$ cat config.mk
export PLATFORM = sky130hd
export DESIGN_NAME = ecc_guard
export DESIGN_NICKNAME = d
export VERILOG_FILES = /design/src/rtl/ecc_pkg.sv /design/src/rtl/ecc_encoder.sv /design/src/rtl/ecc_checker.sv /design/src/rtl/ecc_err_log.sv /design/src/rtl/ecc_guard.sv
export SDC_FILE = /design/constraint.sdc
export NUM_CORES = 1
export LEC_CHECK = 0
export ABC_AREA = 1
export BUFFER_PORTS_ARGS = -buffer_cell sky130_fd_sc_hd__buf_2
export CORE_ASPECT_RATIO = 0.75
export CORE_MARGIN = 10
export CORE_UTILIZATION = 55
export CTS_CLUSTER_DIAMETER = 50
export CTS_CLUSTER_SIZE = 10
export DETAILED_ROUTE_END_ITERATION = 16
export PLACE_DENSITY = 0.8
export SLEW_MARGIN = 40
export SYNTH_ARGS = -nofsm -noshare
export SYNTH_HDL_FRONTEND = slang
export SYNTH_SLANG_ARGS = --single-unit
$ cat constraint.sdc
create_clock -name clk -period 5.1 [get_ports clk]
set_clock_uncertainty 0.1 [all_clocks]
set_input_delay 1.02 -clock clk [delete_from_list [all_inputs] [get_ports clk]]
set_output_delay 1.02 -clock clk [all_outputs]
set_load 0.03 [all_outputs]
$ cat src/rtl/ecc_pkg.sv
`timescale 1ns/1ps
package ecc_pkg;
  localparam int DATA_W    = 64;
  localparam int CHK_W     = 8;
  localparam int CODE_W    = DATA_W + CHK_W;
  localparam int CHUNK_W   = 2;
  localparam int ADDR_W    = 32;
  localparam int LOG_DEPTH = 2;
  localparam int LOG_IDX_W = (LOG_DEPTH > 1) ? $clog2(LOG_DEPTH) : 1;
  localparam int N_CH      = 2;

  // Odd-weight columns: all weight-3 values ascending, then weight-5 ascending.
  function automatic logic [DATA_W*CHK_W-1:0] build_cols();
    logic [DATA_W*CHK_W-1:0] t;
    int n;
    t = '0;
    n = 0;
    for (int w = 3; w <= 5; w += 2) begin
      for (int v = 1; v < (1 << CHK_W); v++) begin
        if (($countones(v[CHK_W-1:0]) == w) && (n < DATA_W)) begin
          t[n*CHK_W +: CHK_W] = v[CHK_W-1:0];
          n++;
        end
      end
    end
    return t;
  endfunction

  localparam logic [DATA_W*CHK_W-1:0] COL_TAB = build_cols();

  function automatic logic [CHK_W-1:0] col_of(input int idx);
    return COL_TAB[idx*CHK_W +: CHK_W];
  endfunction

  function automatic logic [CHK_W-1:0] check_bits(input logic [DATA_W-1:0] d);
    logic [CHK_W-1:0] c;
    c = '0;
    for (int i = 0; i < DATA_W; i++)
      if (d[i]) c = c ^ col_of(i);
    return c;
  endfunction

  typedef struct packed {
    logic               multi;
    logic [CHK_W-1:0]   syn;
    logic [CHUNK_W-1:0] chunk;
    logic [ADDR_W-1:0]  addr;
  } err_rec_t;
endpackage

$ cat src/rtl/ecc_encoder.sv
`timescale 1ns/1ps
module ecc_encoder
  import ecc_pkg::*;
(
  input  logic              clk,
  input  logic              rst_n,
  input  logic              en,
  input  logic              in_valid,
  input  logic [DATA_W-1:0] in_data,
  output logic              out_valid,
  output logic [CODE_W-1:0] out_code
);
  logic [CHK_W-1:0] gen_chk;

  always_comb gen_chk = en ? check_bits(in_data) : '0;

  always_ff @(posedge clk or negedge rst_n) begin
    if (!rst_n) begin
      out_valid <= 1'b0;
      out_code  <= '0;
    end else begin
      out_valid <= in_valid;
      if (in_valid) out_code <= {gen_chk, in_data};
    end
  end

  AST_WR_DATA_KEPT: assert property (@(posedge clk) disable iff (!rst_n)
    in_valid |=> out_valid && (out_code[DATA_W-1:0] == $past(in_data)));
  AST_WR_DIS_ZERO: assert property (@(posedge clk) disable iff (!rst_n)
    (in_valid && !en) |=> (out_code[CODE_W-1:DATA_W] == '0));
endmodule

$ cat src/rtl/ecc_checker.sv
`timescale 1ns/1ps
module ecc_checker
  import ecc_pkg::*;
(
  input  logic               clk,
  input  logic               rst_n,
  input  logic               en,
  input  logic               in_valid,
  input  logic [CODE_W-1:0]  in_code,
  input  logic [CHUNK_W-1:0] in_chunk,
  input  logic [ADDR_W-1:0]  in_addr,
  output logic               out_valid,
  output logic [DATA_W-1:0]  out_data,
  output logic               out_sbe,
  output logic               out_mbe,
  output err_rec_t           out_rec
);
  logic [DATA_W-1:0] data_in;
  logic [CHK_W-1:0]  chk_in;
  logic [CHK_W-1:0]  syn;
  logic [DATA_W-1:0] data_hit;
  logic              chk_hit;
  logic              single_c;
  logic              multi_c;
  logic [DATA_W-1:0] fixed;

  always_comb begin
    data_in = in_code[DATA_W-1:0];
    chk_in  = in_code[CODE_W-1:DATA_W];
    syn     = check_bits(data_in) ^ chk_in;
    for (int i = 0; i < DATA_W; i++)
      data_hit[i] = (syn == col_of(i));
    chk_hit  = ($countones(syn) == 1);
    single_c = en && ((|data_hit) || chk_hit);
    multi_c  = en && (syn != '0) && !((|data_hit) || chk_hit);
    fixed    = en ? (data_in ^ data_hit) : data_in;
  end

  always_ff @(posedge clk or negedge rst_n) begin
    if (!rst_n) begin
      out_valid <= 1'b0;
      out_data  <= '0;
      out_sbe   <= 1'b0;
      out_mbe   <= 1'b0;
      out_rec   <= '0;
    end else begin
      out_valid <= in_valid;
      out_sbe   <= in_valid && single_c;
      out_mbe   <= in_valid && multi_c;
      if (in_valid) begin
        out_data      <= fixed;
        out_rec.multi <= multi_c;
        out_rec.syn   <= syn;
        out_rec.chunk <= in_chunk;
        out_rec.addr  <= in_addr;
      end
    end
  end

  AST_FLAGS_EXCL: assert property (@(posedge clk) disable iff (!rst_n)
    !(out_sbe && out_mbe));
  AST_FLAGS_NEED_VALID: assert property (@(posedge clk) disable iff (!rst_n)
    (out_sbe || out_mbe) |-> out_valid);
  AST_DISABLED_QUIET: assert property (@(posedge clk) disable iff (!rst_n)
    (in_valid && !en) |=> (!out_sbe && !out_mbe && out_data == $past(in_code[DATA_W-1:0])));
endmodule

$ cat src/rtl/ecc_err_log.sv
`timescale 1ns/1ps
module ecc_err_log
  import ecc_pkg::*;
(
  input  logic                 clk,
  input  logic                 rst_n,
  input  logic                 clr,
  input  logic                 cap_valid,
  input  logic                 cap_sbe,
  input  logic                 cap_mbe,
  input  err_rec_t             cap_rec,
  input  logic [LOG_IDX_W-1:0] rd_idx,
  output logic                 rd_valid,
  output err_rec_t             rd_rec
);
  logic [LOG_DEPTH-1:0]  valid;
  err_rec_t              ent [LOG_DEPTH];
  logic                  any_free;
  logic [LOG_IDX_W-1:0]  free_idx;
  logic                  capture;

  always_comb begin
    any_free = 1'b0;
    free_idx = '0;
    for (int k = LOG_DEPTH-1; k >= 0; k--) begin
      if (!valid[k]) begin
        any_free = 1'b1;
        free_idx = LOG_IDX_W'(k);
      end
    end
    capture = cap_valid && (cap_sbe || cap_mbe) && !clr && any_free;
  end

  always_ff @(posedge clk or negedge rst_n) begin
    if (!rst_n) begin
      valid <= '0;
      for (int k = 0; k < LOG_DEPTH; k++) ent[k] <= '0;
    end else if (clr) begin
      valid <= '0;
    end else if (capture) begin
      valid[free_idx] <= 1'b1;
      ent[free_idx]   <= cap_rec;
    end
  end

  always_comb begin
    rd_valid = valid[rd_idx];
    rd_rec   = ent[rd_idx];
  end

  AST_LOG_CLEAR: assert property (@(posedge clk) disable iff (!rst_n)
    clr |=> (valid == '0));

  for (genvar k = 0; k < LOG_DEPTH; k++) begin : g_chk
    AST_LOG_HOLD: assert property (@(posedge clk) disable iff (!rst_n)
      (valid[k] && !clr) |=> (valid[k] && $stable(ent[k])));
    if (k > 0) begin : g_ord
      AST_LOG_ORDER: assert property (@(posedge clk) disable iff (!rst_n)
        valid[k] |-> valid[k-1]);
    end
  end
endmodule

$ cat src/rtl/ecc_guard.sv
`timescale 1ns/1ps
module ecc_guard
  import ecc_pkg::*;
(
  input  logic                 clk,
  input  logic                 rst_n,
  input  logic                 ecc_en,
  input  logic                 wr_valid,
  input  logic [DATA_W-1:0]    wr_data,
  output logic                 wr_out_valid,
  output logic [CODE_W-1:0]    wr_out_code,
  input  logic                 rd_valid,
  input  logic [CODE_W-1:0]    rd_code,
  input  logic [CHUNK_W-1:0]   rd_chunk,
  input  logic [ADDR_W-1:0]    rd_addr,
  output logic                 rd_out_valid,
  output logic [DATA_W-1:0]    rd_out_data,
  output logic                 rd_out_sbe,
  output logic                 rd_out_mbe,
  input  logic                 bus_valid,
  input  logic [CODE_W-1:0]    bus_code,
  input  logic [CHUNK_W-1:0]   bus_chunk,
  input  logic [ADDR_W-1:0]    bus_addr,
  output logic                 bus_out_valid,
  output logic [DATA_W-1:0]    bus_out_data,
  output logic                 bus_out_sbe,
  output logic                 bus_out_mbe,
  input  logic                 mem_log_clr,
  input  logic                 bus_log_clr,
  input  logic                 log_sel,
  input  logic [LOG_IDX_W-1:0] log_idx,
  output logic                 log_valid,
  output logic                 log_multi,
  output logic [CHK_W-1:0]     log_syn,
  output logic [CHUNK_W-1:0]   log_chunk,
  output logic [ADDR_W-1:0]    log_addr
);
  localparam int CH_MEM = 0;
  localparam int CH_BUS = 1;

  logic               ch_in_valid [N_CH];
  logic [CODE_W-1:0]  ch_in_code  [N_CH];
  logic [CHUNK_W-1:0] ch_in_chunk [N_CH];
  logic [ADDR_W-1:0]  ch_in_addr  [N_CH];
  logic               ch_clr      [N_CH];
  logic               ch_valid    [N_CH];
  logic [DATA_W-1:0]  ch_data     [N_CH];
  logic               ch_sbe      [N_CH];
  logic               ch_mbe      [N_CH];
  err_rec_t           ch_rec      [N_CH];
  logic               lg_valid    [N_CH];
  err_rec_t           lg_rec      [N_CH];
  err_rec_t           sel_rec;

  ecc_encoder u_enc (
    .clk(clk), .rst_n(rst_n), .en(ecc_en),
    .in_valid(wr_valid), .in_data(wr_data),
    .out_valid(wr_out_valid), .out_code(wr_out_code)
  );

  always_comb begin
    ch_in_valid[CH_MEM] = rd_valid;
    ch_in_code [CH_MEM] = rd_code;
    ch_in_chunk[CH_MEM] = rd_chunk;
    ch_in_addr [CH_MEM] = rd_addr;
    ch_clr     [CH_MEM] = mem_log_clr;
    ch_in_valid[CH_BUS] = bus_valid;
    ch_in_code [CH_BUS] = bus_code;
    ch_in_chunk[CH_BUS] = bus_chunk;
    ch_in_addr [CH_BUS] = bus_addr;
    ch_clr     [CH_BUS] = bus_log_clr;
  end

  for (genvar c = 0; c < N_CH; c++) begin : g_ch
    ecc_checker u_chk (
      .clk(clk), .rst_n(rst_n), .en(ecc_en),
      .in_valid(ch_in_valid[c]), .in_code(ch_in_code[c]),
      .in_chunk(ch_in_chunk[c]), .in_addr(ch_in_addr[c]),
      .out_valid(ch_valid[c]), .out_data(ch_data[c]),
      .out_sbe(ch_sbe[c]), .out_mbe(ch_mbe[c]), .out_rec(ch_rec[c])
    );
    ecc_err_log u_log (
      .clk(clk), .rst_n(rst_n), .clr(ch_clr[c]),
      .cap_valid(ch_valid[c]), .cap_sbe(ch_sbe[c]), .cap_mbe(ch_mbe[c]),
      .cap_rec(ch_rec[c]), .rd_idx(log_idx),
      .rd_valid(lg_valid[c]), .rd_rec(lg_rec[c])
    );
  end

  always_comb begin
    rd_out_valid  = ch_valid[CH_MEM];
    rd_out_data   = ch_data [CH_MEM];
    rd_out_sbe    = ch_sbe  [CH_MEM];
    rd_out_mbe    = ch_mbe  [CH_MEM];
    bus_out_valid = ch_valid[CH_BUS];
    bus_out_data  = ch_data [CH_BUS];
    bus_out_sbe   = ch_sbe  [CH_BUS];
    bus_out_mbe   = ch_mbe  [CH_BUS];
    log_valid     = log_sel ? lg_valid[CH_BUS] : lg_valid[CH_MEM];
    sel_rec       = log_sel ? lg_rec[CH_BUS]   : lg_rec[CH_MEM];
    log_multi     = sel_rec.multi;
    log_syn       = sel_rec.syn;
    log_chunk     = sel_rec.chunk;
    log_addr      = sel_rec.addr;
  end

  AST_BUS_KEEPS_OFF_MEM: assert property (@(posedge clk) disable iff (!rst_n)
    (rd_valid == 1'b0) |=> (rd_out_valid == 1'b0));
endmodule

; ---- After elaboration in Yosys (flattened, before gate mapping)
; Cells that the tools add are included.
[word_totals]
regBits = 469
input_bits = 286
elab_cells = 653
[classes]
addsub = 14
n_lt_le_gt_ge = 10
eq_ne = 130
n_mux = 227
n_bitwise = 200
n_reduce_logical = 36
[op_table]
columns = operator, count
row1 = $mux W8, 64
row2 = $not A3 Y3, 150
row3 = $mux W43, 9
row4 = $mux W7, 51
row5 = $eq A8 B8 Y1 const B, 42
row6 = $eq A8 B7 Y1 const B, 34
row7 = $mux W6, 45
row8 = $eq A8 B6 Y1 const B, 30
row9 = $add A32 B32 Y32, 6
row10 = $bwmux W86, 2
row11 = $mux W64, 2
row12 = $reduce_or A64 Y1, 2
row13 = $xor A64 B64 Y64, 2
row14 = $not A5 Y5, 24
row15 = $eq A8 B5 Y1 const B, 14
row16 = $mux W5, 21
row17 = $demux W43 S1, 2
row18 = $eq A32 B2 Y1 const B, 2
row19 = $eq A8 B4 Y1 const B, 6
row20 = $not A2 Y3, 15
row21 = $mux W4, 9
row22 = $logic_and A1 B1 Y1, 20
row23 = $add A1 B1 Y2, 8
row24 = $eq A8 B3 Y1 const B, 2
row25 = other kinds (17), 55

; ---- Longest topological paths before layout
; Gate-level depths: netlist of run 1.
[depth]
ltp_word = 136
mapped_depth = 31
ltp_nobuf = 30

; ---- Modules after synthesis
; A second synthesis of run 1 with hierarchy kept.
[unflattened]
cells_unflattened = 4322
hier_area_um2 = 31191.2
[by_module_without_submodules]
columns = module, n_inst, cells_each, area_per_inst_um2
row1 = ecc_checker at g_ch[0].u_chk, 1, 1290, 8642.0
row2 = ecc_checker at g_ch[1].u_chk, 1, 1252, 8384.3
row3 = ecc_err_log, 2, 444, 4161.5
row4 = ecc_encoder, 1, 750, 5211.2
row5 = ecc_guard, 1, 142, 630.6

; ---- Least setup slack after synthesis of run 1
; OpenSTA, ideal clock, no wires.
[synth_timing]
path_kind = input -> register
startpoint = in rd_code[60]
endpoint = reg g_ch[0].u_chk.out_rec[42] in the netlist's numbering
setup_ns = 0.132
arrival_time_ns = 5.386
required_time_ns = 4.868
slack_ns = -0.518
cell_stages = 21
path_cell_list = clkbuf_1 > xor2_1 > xor2_1 > xnor2_1 > xor2_1 > xor2_1 > xor2_1 > ha_1 > inv_1 > fa_1 > inv_1 > fa_1 > ha_1 > fa_1 > or3b_2 > o2111a_1 > nand3_1 > nor3_1 > nand3_1 > nor3_1 > o21bai_1
[synth_lines]
columns = element, line
row1 = "start, declared", ecc_guard.sv:13  ; input logic [CODE_W-1:0] rd_code,
row2 = $mux W6 *, ecc_pkg.sv:39  ; if (d[i]) c = c ^ col_of(i);
row3 = $not A5 Y5 (no line), n/a
row4 = $mux W6 *, ecc_pkg.sv:39
row5 = $mux W7 *, ecc_pkg.sv:39
row6 = $not A5 Y5 (no line), n/a
row7 = $mux W7 *, ecc_pkg.sv:39
row8 = $xor A8 B8 Y8 *, ecc_checker.sv:30  ; syn = check_bits(data_in) ^ chk_in;
row9 = via g_ch[0].u_chk.syn[4], ecc_checker.sv:20  ; logic [CHK_W-1:0] syn;
row10 = $add A1 B1 Y2 (not written as such), ecc_checker.sv:33  ; chk_hit = ($countones(syn) == 1);
row11 = $add A32 B32 Y32 (not written as such) (2 in a row), ecc_checker.sv:33
row12 = $eq A32 B2 Y1, ecc_checker.sv:33
row13 = $logic_or A1 B1 Y1, ecc_checker.sv:35  ; multi_c = en && (syn != '0) && !((|data_hit) || chk_hit);
row14 = $logic_not A1 Y1, ecc_checker.sv:35
row15 = $logic_and A1 B1 Y1 *, ecc_checker.sv:35
row16 = "end, declared", ecc_checker.sv:16  ; output err_rec_t out_rec
; The timed path passes the listed nets; every way through them passes the cells marked *.
; A chain may end at the register's enable or synchronous reset.

; ---- Worst setup path in the final report of run 1
[layout_timing]
startpoint = in bus_code[43]
endpoint = reg g_ch[1].u_chk.out_rec[42] in the netlist's numbering
[layout_between]
elab_chain_len = 38
[layout_lines]
columns = element, line
row1 = "start, declared", ecc_guard.sv:21  ; input logic [CODE_W-1:0] bus_code,
row2 = $mux W8 * (4 in a row), ecc_pkg.sv:39
row3 = $not A3 Y3 (no line), n/a
row4 = $mux W8 * (5 in a row), ecc_pkg.sv:39
row5 = $not A3 Y3 (no line), n/a
row6 = $mux W8 * (4 in a row), ecc_pkg.sv:39
row7 = $not A5 Y5 (no line), n/a
row8 = $mux W5 *, ecc_pkg.sv:39
row9 = $not A5 Y5 (no line), n/a
row10 = (+12 left out), n/a
row11 = $xor A8 B8 Y8 *, ecc_checker.sv:30
row12 = via g_ch[1].u_chk.syn[2], ecc_checker.sv:20
row13 = $add A1 B1 Y2 (not written as such), ecc_checker.sv:33
row14 = $add A32 B32 Y32 (not written as such) (2 in a row), ecc_checker.sv:33
row15 = $eq A32 B2 Y1, ecc_checker.sv:33
row16 = $logic_or A1 B1 Y1, ecc_checker.sv:35
row17 = $logic_not A1 Y1, ecc_checker.sv:35
row18 = $logic_and A1 B1 Y1 *, ecc_checker.sv:35
row19 = "end, declared", ecc_checker.sv:16
; Marks and branches as above.

==> metrics list, run 1 <==
- Result of the run: complete, but fails checks
- Violations in the final reports: setup timing
- Detail Route met2 WL: 40800 um
* Hold violation total from the final report: 0
- After detailed routing, the number of vias per cell comes to 5.46.
* Count of synthesis-stage warnings from yosys: 0
- Part of the cycle the worst path needs: 1.00
* Chip height: 212 um
* Routed wirelength normalized by instance count: approximately 20 um
- The worst setup path is launched from a primary input.
- Worst Path Arrival: between 5 and 6 ns
- Number of fillers in the final layout: between 3k and 4k
* Synthesis-to-layout area growth: 24.9%
- Static Leakage: ~16 nW
- Buffers inserted during clock tree synthesis total between 50 and 60.
- Clock period minus final worst setup slack: between 5 and 6 ns
- In this run the critical register-to-register path is launched from g_ch[1].u_chk.out_mbe.
- Top-level port count: ~540
- Final cell utilization of the core: 0.695
* P per Cell Area: roughly 530 mW/mm^2
- Flip-flop and latch count after synthesis: ~470
- R2r endpoint: g_ch[1].u_log.ent[38]
- Detailed Routing Iterations Pass 1: 6
- Number of different library cells in the post-synthesis netlist: 46
- For this configuration, the core starts out at a cell density of 0.557.
- The min-delay analysis places its worst path in the category in -> async.
- Routability-driven placement finished with a final weighted congestion of ~1.0.
* Buffer type at the clock tree root: sky130_fd_sc_hd__clkbuf_16
- Summed over all nets, wire length on met3 after detailed routing comes to 9810 um.
* Worst slack at placement: -0.722 ns
- Data on the critical path is required at its endpoint by roughly 5.5 ns.
- For this run, the top clock speed supported by timing is between 150 and 200 MHz.
* Peak VDD IR: between 0.7 and 0.8 mV
* Total global routing overflow: 0
- Clk slew on worst S/H paths: around 0.06 ns
* Vias in the first global route: 24.2k
- Design Power: 17.9 mW
* Chip Width: about 280 um
- Via total after detailed routing: 24.6k
* Pin count of the biggest net entering global routing: 94
- Number of antenna violations at the first check in global routing: 7
* Total core area: slightly below 0.05 mm^2
* Wire length of the first global-routing pass: 140000 um
* Average cell area after synthesis: between 8 and 9 um^2
- In the final layout, the share of cells above drive strength 1 is 0.262.
- Routed signal wires occupy layers up through met5.
- For this design, the CTS-stage hold fixing added 0 buffers.
* DRC violation total after the first TritonRoute iteration: ~2.5k
- The library cell used most frequently in the layout, excluding fill and tap cells, is sky130_fd_sc_hd__nand2_1.
- Summing every instance area after synthesis gives 0.0271 mm^2.
* Area fraction of the dominant cell type after synthesis: 0.433
* WS Path Type: in -> reg
- By area the synthesized netlist is led by sky130_fd_sc_hd__dfrtp_1, sky130_fd_sc_hd__xnor2_1, sky130_fd_sc_hd__xor2_1.
- Cell taking the most area after synthesis: sky130_fd_sc_hd__dfrtp_1
* Clock Latency Late Sink: approximately 0.63 ns
* Num rows: 70
* Combined global-route utilization of all metal layers: 0.303
- The number of cells on the worst reg-to-reg path is 6.
- Post-synthesis instance total: around 3.1k
- Setup repair after global routing could not meet its margin everywhere.
* Post-synthesis compound-gate area fraction: 0.105
* HPWL Detailed: between 70000 and 80000 um
- Worst-path maximum fanout: 3
- By area, the combinational part of the netlist is dominated by XOR/XNOR gates.
* Residual antenna-violating net count after detailed routing: 0
- Total of buffers placed on input and output ports: about 540
- In this run the deepest clock path goes through 3 buffers.
- Final-report max-slew violation count: 0
- The number of nets handed over by synthesis was roughly 3.5k.
- In the final design database the tool counted between 4k and 5k nets.
- For flop-to-flop paths, the worst setup slack is between 2 and 3 ns.
- The worst setup path is captured at a flop.
- For this run, the register share of the synthesized area comes to 0.433.
- Final count of negative-setup-slack endpoints: 1
* Max-capacitance violation count: 0
- Synthesized-area fraction occupied by xor and xnor cells: 0.211
- The clock tree synthesis step divided the H-tree into 2 levels.
- Headroom to the max-slew limit came out at 0.554.
* Commonest cells after routing, fill and taps aside: sky130_fd_sc_hd__nand2_1, sky130_fd_sc_hd__buf_2, sky130_fd_sc_hd__dfrtp_1
- Of the total synthesized cell area, the portion taken by full adders, half adders and majority gates is 0.0216.
- Transition time of the tightest slew-check pin: 0.669 ns
- # clock sinks: between 400 and 500
- TritonCTS built the clock tree.
- Crit path setup slack, layout: -0.0113 ns
- The portion of synthesized area spent on multiplexers is 0.0253.
* DRT met1 WL: a little under 40000 um
* Final routed DRC violation total: 0
- Die area: 0.0586 mm^2
- Setup total negative slack on the finished layout was measured at -0.0113 ns.
- Basic-gate share of the synthesized area counting and, or, nand and nor cells: 0.150
- Total Routed Length: about 90000 um
## synth_stat cells, drive strengths merged
library cell	count
a21oi	56
a22o	1
a31oi	1
a41oi	1
buf	31
clkbuf	136
clkinv	1
dfrtp	469
fa	8
ha	34
inv	208
mux2	61
nand2	613
nand3	46
nand3b	9
nand4	17
nor2	264
nor3	14
nor4	17
nor4b	1
o2111a	1
o21ai	443
o21bai	1
o22ai	47
or2	8
or3	1
or3b	1
or4	2
xnor2	358
xor2	295
## cell families (layout without fill, tap and decap cells)
kind of cell    after synthesis  after routing
compound gates              551            551
xor+xnor                    653            653
fa+ha+maj                    42             42
buf+inv                     376           1071
flops                       469            469
mux                          61             61
other cells                   0              7
simple gates                993            993
## report_power, final
group | total [mW] | leakage (nW) | switching [mW] | internal [mW]
sequential | 5.14 | 5.81 | 0.483 | 4.66
clock | 3.52 | 0.742 | 1.55 | 1.97
combinational | 9.20 | 9.63 | 5.47 | 3.73
total | 17.9 | 16.2 | 7.50 | 10.4
## critical path, stage by stage
cell and delay [ns]:
sky130_fd_sc_hd__buf_8 0.10, sky130_fd_sc_hd__xnor2_2 0.15, sky130_fd_sc_hd__xor2_1 0.25, sky130_fd_sc_hd__xor2_2 0.22
sky130_fd_sc_hd__xor2_1 0.22, sky130_fd_sc_hd__xor2_1 0.26, sky130_fd_sc_hd__xor2_2 0.25, sky130_fd_sc_hd__inv_2 0.08
sky130_fd_sc_hd__ha_4 0.17, sky130_fd_sc_hd__inv_2 0.04, sky130_fd_sc_hd__fa_1 0.39, sky130_fd_sc_hd__inv_1 0.09
sky130_fd_sc_hd__fa_1 0.44, sky130_fd_sc_hd__ha_2 0.20, sky130_fd_sc_hd__fa_1 0.52, sky130_fd_sc_hd__nor4b_2 0.05
sky130_fd_sc_hd__or3_1 0.33, sky130_fd_sc_hd__nor4_2 0.19, sky130_fd_sc_hd__nand3_1 0.12, sky130_fd_sc_hd__nor2_1 0.11
sky130_fd_sc_hd__nand2_1 0.06, sky130_fd_sc_hd__nor2_2 0.12, sky130_fd_sc_hd__nand3_2 0.09, sky130_fd_sc_hd__nand2_1 0.07
## what timing repair did
action	CTS	global route
resized for setup	2	35
pin swaps	3	14
setup endpoints to repair	4	6
setup buffers	0	4
## worst max path at each step
stage	from	endpoint	cells after the start
after detailed placement	bus_code[11]	g_ch[1].u_chk.out_rec[42]	24
after global routing	bus_code[22]	g_ch[1].u_chk.out_rec[42]	24
after global placement	rd_code[60]	g_ch[0].u_chk.out_rec[42]	21
after floorplan	rd_code[60]	g_ch[0].u_chk.out_rec[42]	21
final	bus_code[43]	g_ch[1].u_chk.out_rec[42]	24
after CTS	bus_code[11]	g_ch[1].u_chk.out_rec[42]	24
## sequential cells by signal, indices dropped and copies added (netlist names)
register and cells:
g_ch.u_log.ent 172, g_ch.u_chk.out_data 128, g_ch.u_chk.out_rec 86, u_enc.out_code 72, g_ch.u_log.valid 4, g_ch.u_chk.out_mbe 2
g_ch.u_chk.out_sbe 2, g_ch.u_chk.out_valid 2, u_enc.out_valid 1
## through the flow
stage / hold WS (ns) / instance area [um^2] / instances
after floorplan: 0.342 / 27200 / 3145
after global placement: 0.360 / 32000 / 4417
after detailed placement: 0.367 / 32000 / 4418
after CTS: 0.213 / 33600 / 4484
after global routing: 0.241 / 33900 / 4494
final: 0.230 / 33900 / 4495
## routing by layer
layer,vias up,GRT usage
met5,-,0
met4,2,0.101
met3,200,0.0820
met2,1185,0.454
met1,11800,0.419
li1,11400,-
## cell type report
class,count,area (um^2),area share
multi-input combinational,2300,14200,0.419
sequential,469,11700,0.347
tap,648,811,0.0239
clock inverter,10,149,0.00440
timing repair buffer,796,4800,0.142
inverter,209,788,0.0233
antenna,7,17.5,0.000517
clock buffer,56,1380,0.0408
Note: power is estimated with default switching activity, not from simulation.
==> run 2: changes to the inputs <==
CORE_UTILIZATION = 48   (was 55)
PLACE_DENSITY = 0.71   (was 0.8)
==> metrics list, run 2 (synthesis gave the netlist of run 1 again) <==
* Result of the run: complete, but fails checks
- The final reports fail on setup timing.
- Part of the cycle the worst path needs: 1.00 (-0.00213)
- Clk slew on worst S/H paths: 0.06 ns (about the same)
- The global-route wire length before repair came to 142000 um (+1.6%).
- Clock tree from TritonCTS: yes
* Vias in the first global route: 23.9k (-1.4%)
- The number of endpoints failing setup at the final stage came to 1 (unchanged).
* Hold Worst Slack: 0.145 ns (-0.0846 ns)
* Chip height: 226 um (+6.4%)
- The I/O pin count is 537 (unchanged).
- Combined global-route utilization of all metal layers: 0.274 (-0.0289)
- # clock sinks: 469 (unchanged)
- P per Cell Area: 529 mW/mm^2 (+0.30%)
- Total global routing overflow: 0 (unchanged)
- Count of nets after finishing: 4167 (+0.19%)
- CP required: 5.57 ns (+0.03 ns)
- Num rows: 75 (+7.1%)
- The root buffer cell chosen for the clock tree is sky130_fd_sc_hd__clkbuf_16.
- The pin count of the biggest net entering global routing came to 106 (+13%).
- The number of detailed-route iterations in the first pass came to 5 (-1).
- The data arrival time of the worst path came to 5.57 ns (+0.02 ns).
- The layout cell share with drive strength beyond 1 was 0.266 (+0.00341).
- The HPWL reported at the end of detailed placement is 72000 um (+1.9%).
- Average via count per standard cell: 5.25 (-4.0%)
* Placement Cell Area: 0.0322 mm^2 (+0.39%)
- Clock period minus final worst setup slack: 5.10 ns (-0.0109 ns)
- Total of buffers placed on input and output ports: 536 (unchanged)
- Grouping stages by cell kind, the critical path spends the most delay in adder cells.
- The max-capacitance violation count came to 0 (unchanged).
* Chip Width: 294 um (+6.5%)
- The number of antenna violations at the first check in global routing was 3 (-4).
- Worst hold path type: in -> async
- H-tree depth reported by CTS: 2 (unchanged)
- Counting flops per register, the top entry is g_ch.u_log.ent.
- STA classifies the critical path startpoint as a primary input.
* Max FFs per register: 172 (unchanged)
- Starting density of the core: 0.485 (-0.0720)
- The maximum resistive drop on vdd was 0.592 mV (-16%).
- The leakage power of the design came to 16.3 nW (+0.84%).
- Post-route design area: 0.0342 mm^2 (+1.0%)
* Transition time of the tightest slew-check pin: 0.831 ns (+0.162 ns)
- Final-report max-slew violation count: 0 (unchanged)
* Via total after detailed routing: 24.1k (-2.1%)
* Clock tree buffer depth: 3 (unchanged)
- Sum of buffers and inverters on the critical path: 3 (-1)
* Maximum single-stage delay on the critical path: 0.52 ns (about the same)
* Sequential cell area in the final layout: 0.0117 mm^2 (unchanged)
- Max Clk Rate: 196 MHz (+0.21%)
- The footprint of the multi-input gates came to 0.0143 mm^2 (+0.70%).
- Setup repair after global routing could not meet its margin everywhere.
* Clock Latency Late Sink: 0.64 ns (about the same)
* Biggest registers after layout: g_ch.u_log.ent x172, g_ch.u_chk.out_data x128, g_ch.u_chk.out_rec x86
* DRC violation total after the first TritonRoute iteration: 2050 (-17%)
- Hold bufs inserted after CTS: 0 (unchanged)
* Worst-path maximum fanout: 3 (unchanged)
* WS Path Type: in -> reg
- Commonest cells after routing, fill and taps aside: sky130_fd_sc_hd__nand2_1, sky130_fd_sc_hd__buf_2, sky130_fd_sc_hd__dfrtp_1
* Total core area: 0.0559 mm^2 (+15%)
- RD Place Congestion: 0.985 (-4.2%)
- The aggregate routed wire length is 93400 um (+1.0%).
- Synthesis-to-layout area growth: 26.2%
- Die area: 0.0665 mm^2 (+13%)
- STA classifies the critical path endpoint as a flop.
- Number of fillers in the final layout: 4964 (+28%)
- Crit path setup slack, layout: -0.000389 ns (+0.0109 ns)
- The remaining number of nets flagged by the antenna check after routing came to 0 (unchanged).
- The share of the core filled with cells in the final layout came to 0.611 (-0.0838).
- The setup TNS was -0.000389 ns (+0.0109 ns).
* Total CTS buffers: 56 (+1.8%)
* Final routed DRC violation total: 0 (unchanged)
* Chain of cells forming the critical path: buf_2 -> xnor2_2 -> xor2_1 -> xor2_1 -> xnor2_1 -> xor2_1 -> xnor2_1 -> inv_1 -> ha_1 -> fa_1 -> inv_1 -> fa_1 -> ha_2 -> fa_1 -> nor4b_2 -> or3_1 -> nor4_2 -> nand3_1 -> nor2_1 -> nand2_1 -> nor2_2 -> nand3_2 -> nand2_1
- Master of the slowest instance on the critical path: sky130_fd_sc_hd__fa_1
- Routed wirelength normalized by instance count: 20.4 um (-0.94%)
* Hold violation total from the final report: 0 (unchanged)
* Max-Slew Margin vs Limit: 0.446 (-0.108)
- Commonest non-fill, non-tap cell in the layout: sky130_fd_sc_hd__nand2_1
[run 2: changes by cell type in the layout (fill, tap and decap cells not counted), sizes merged]
cell / previous run / this run
diode: 7 / 2
clkinvlp: 2 / 0
clkinv: 6 / 5
bufinv: 1 / 2
clkbuf: 56 / 61
buf: 796 / 802
inv: 210 / 212
[run 2: through the flow]
step / instances / worst slack, ns / power (mW)
floorplan: 3145 / -0.252 / 10.7
CTS: 4575 / 0.00526 / 17.7
global route: 4584 / -0.178 / 19.4
global placement: 4501 / -0.615 / 13.7
detailed placement: 4503 / -0.737 / 13.9
finish: 4584 / -0.000389 / 18.1
[run 2: layer usage]
| layer | share of wire | vias up | wire length (um) | track usage |
|---|---|---|---|---|
| met5 | 0.00013 | - | 12 | 0 |
| met4 | 0.022 | 2 | 2030 | 0.0685 |
| met3 | 0.096 | 147 | 8960 | 0.0765 |
| met2 | 0.44 | 960 | 41500 | 0.412 |
| met1 | 0.44 | 11600 | 40900 | 0.384 |
| li1 | - | 11400 | - | - |
[run 2: area by class of cell]
type                       instances  area share
multi-input combinational       2300       0.417
inverter                         209      0.0230
tap                              731      0.0267
clock buffer                      60      0.0417
clock inverter                    10     0.00516
timing repair buffer             803       0.143
sequential                       469       0.343
antenna                            2    0.000146
[run 2: where the power goes]
part | total, mW | internal [mW] | switching (mW) | leakage [nW]
clock network | 3.67 | 2.08 | 1.59 | 0.783
logic | 9.30 | 3.81 | 5.49 | 9.72
registers | 5.13 | 4.66 | 0.473 | 5.81
total | 18.1 | 10.5 | 7.55 | 16.3
[run 2: timing repair]
item / in CTS / in global routing
buffers inserted: 2 / 6
resized for setup: 5 / 45
pin swaps: 5 / 21
setup endpoints to repair: 4 / 6
[run 2: worst paths after layout]
check,startpoint,to,slack (ns),depth (start not counted)
hold reg to reg,g_ch[1].u_chk.out_rec[42],g_ch[1].u_chk.out_rec[42],0.38,2
hold / removal,rst_n,u_enc.out_code[42],0.15,1
max in group asynchronous,rst_n,g_ch[0].u_log.ent[59],3.58,3
setup reg to reg,g_ch[0].u_chk.out_mbe,g_ch[0].u_log.ent[53],2.46,5
setup / recovery,bus_code[15],g_ch[1].u_chk.out_rec[42],-0.0004,23
min in group clk,g_ch[1].u_chk.out_rec[42],g_ch[1].u_chk.out_rec[42],0.38,2
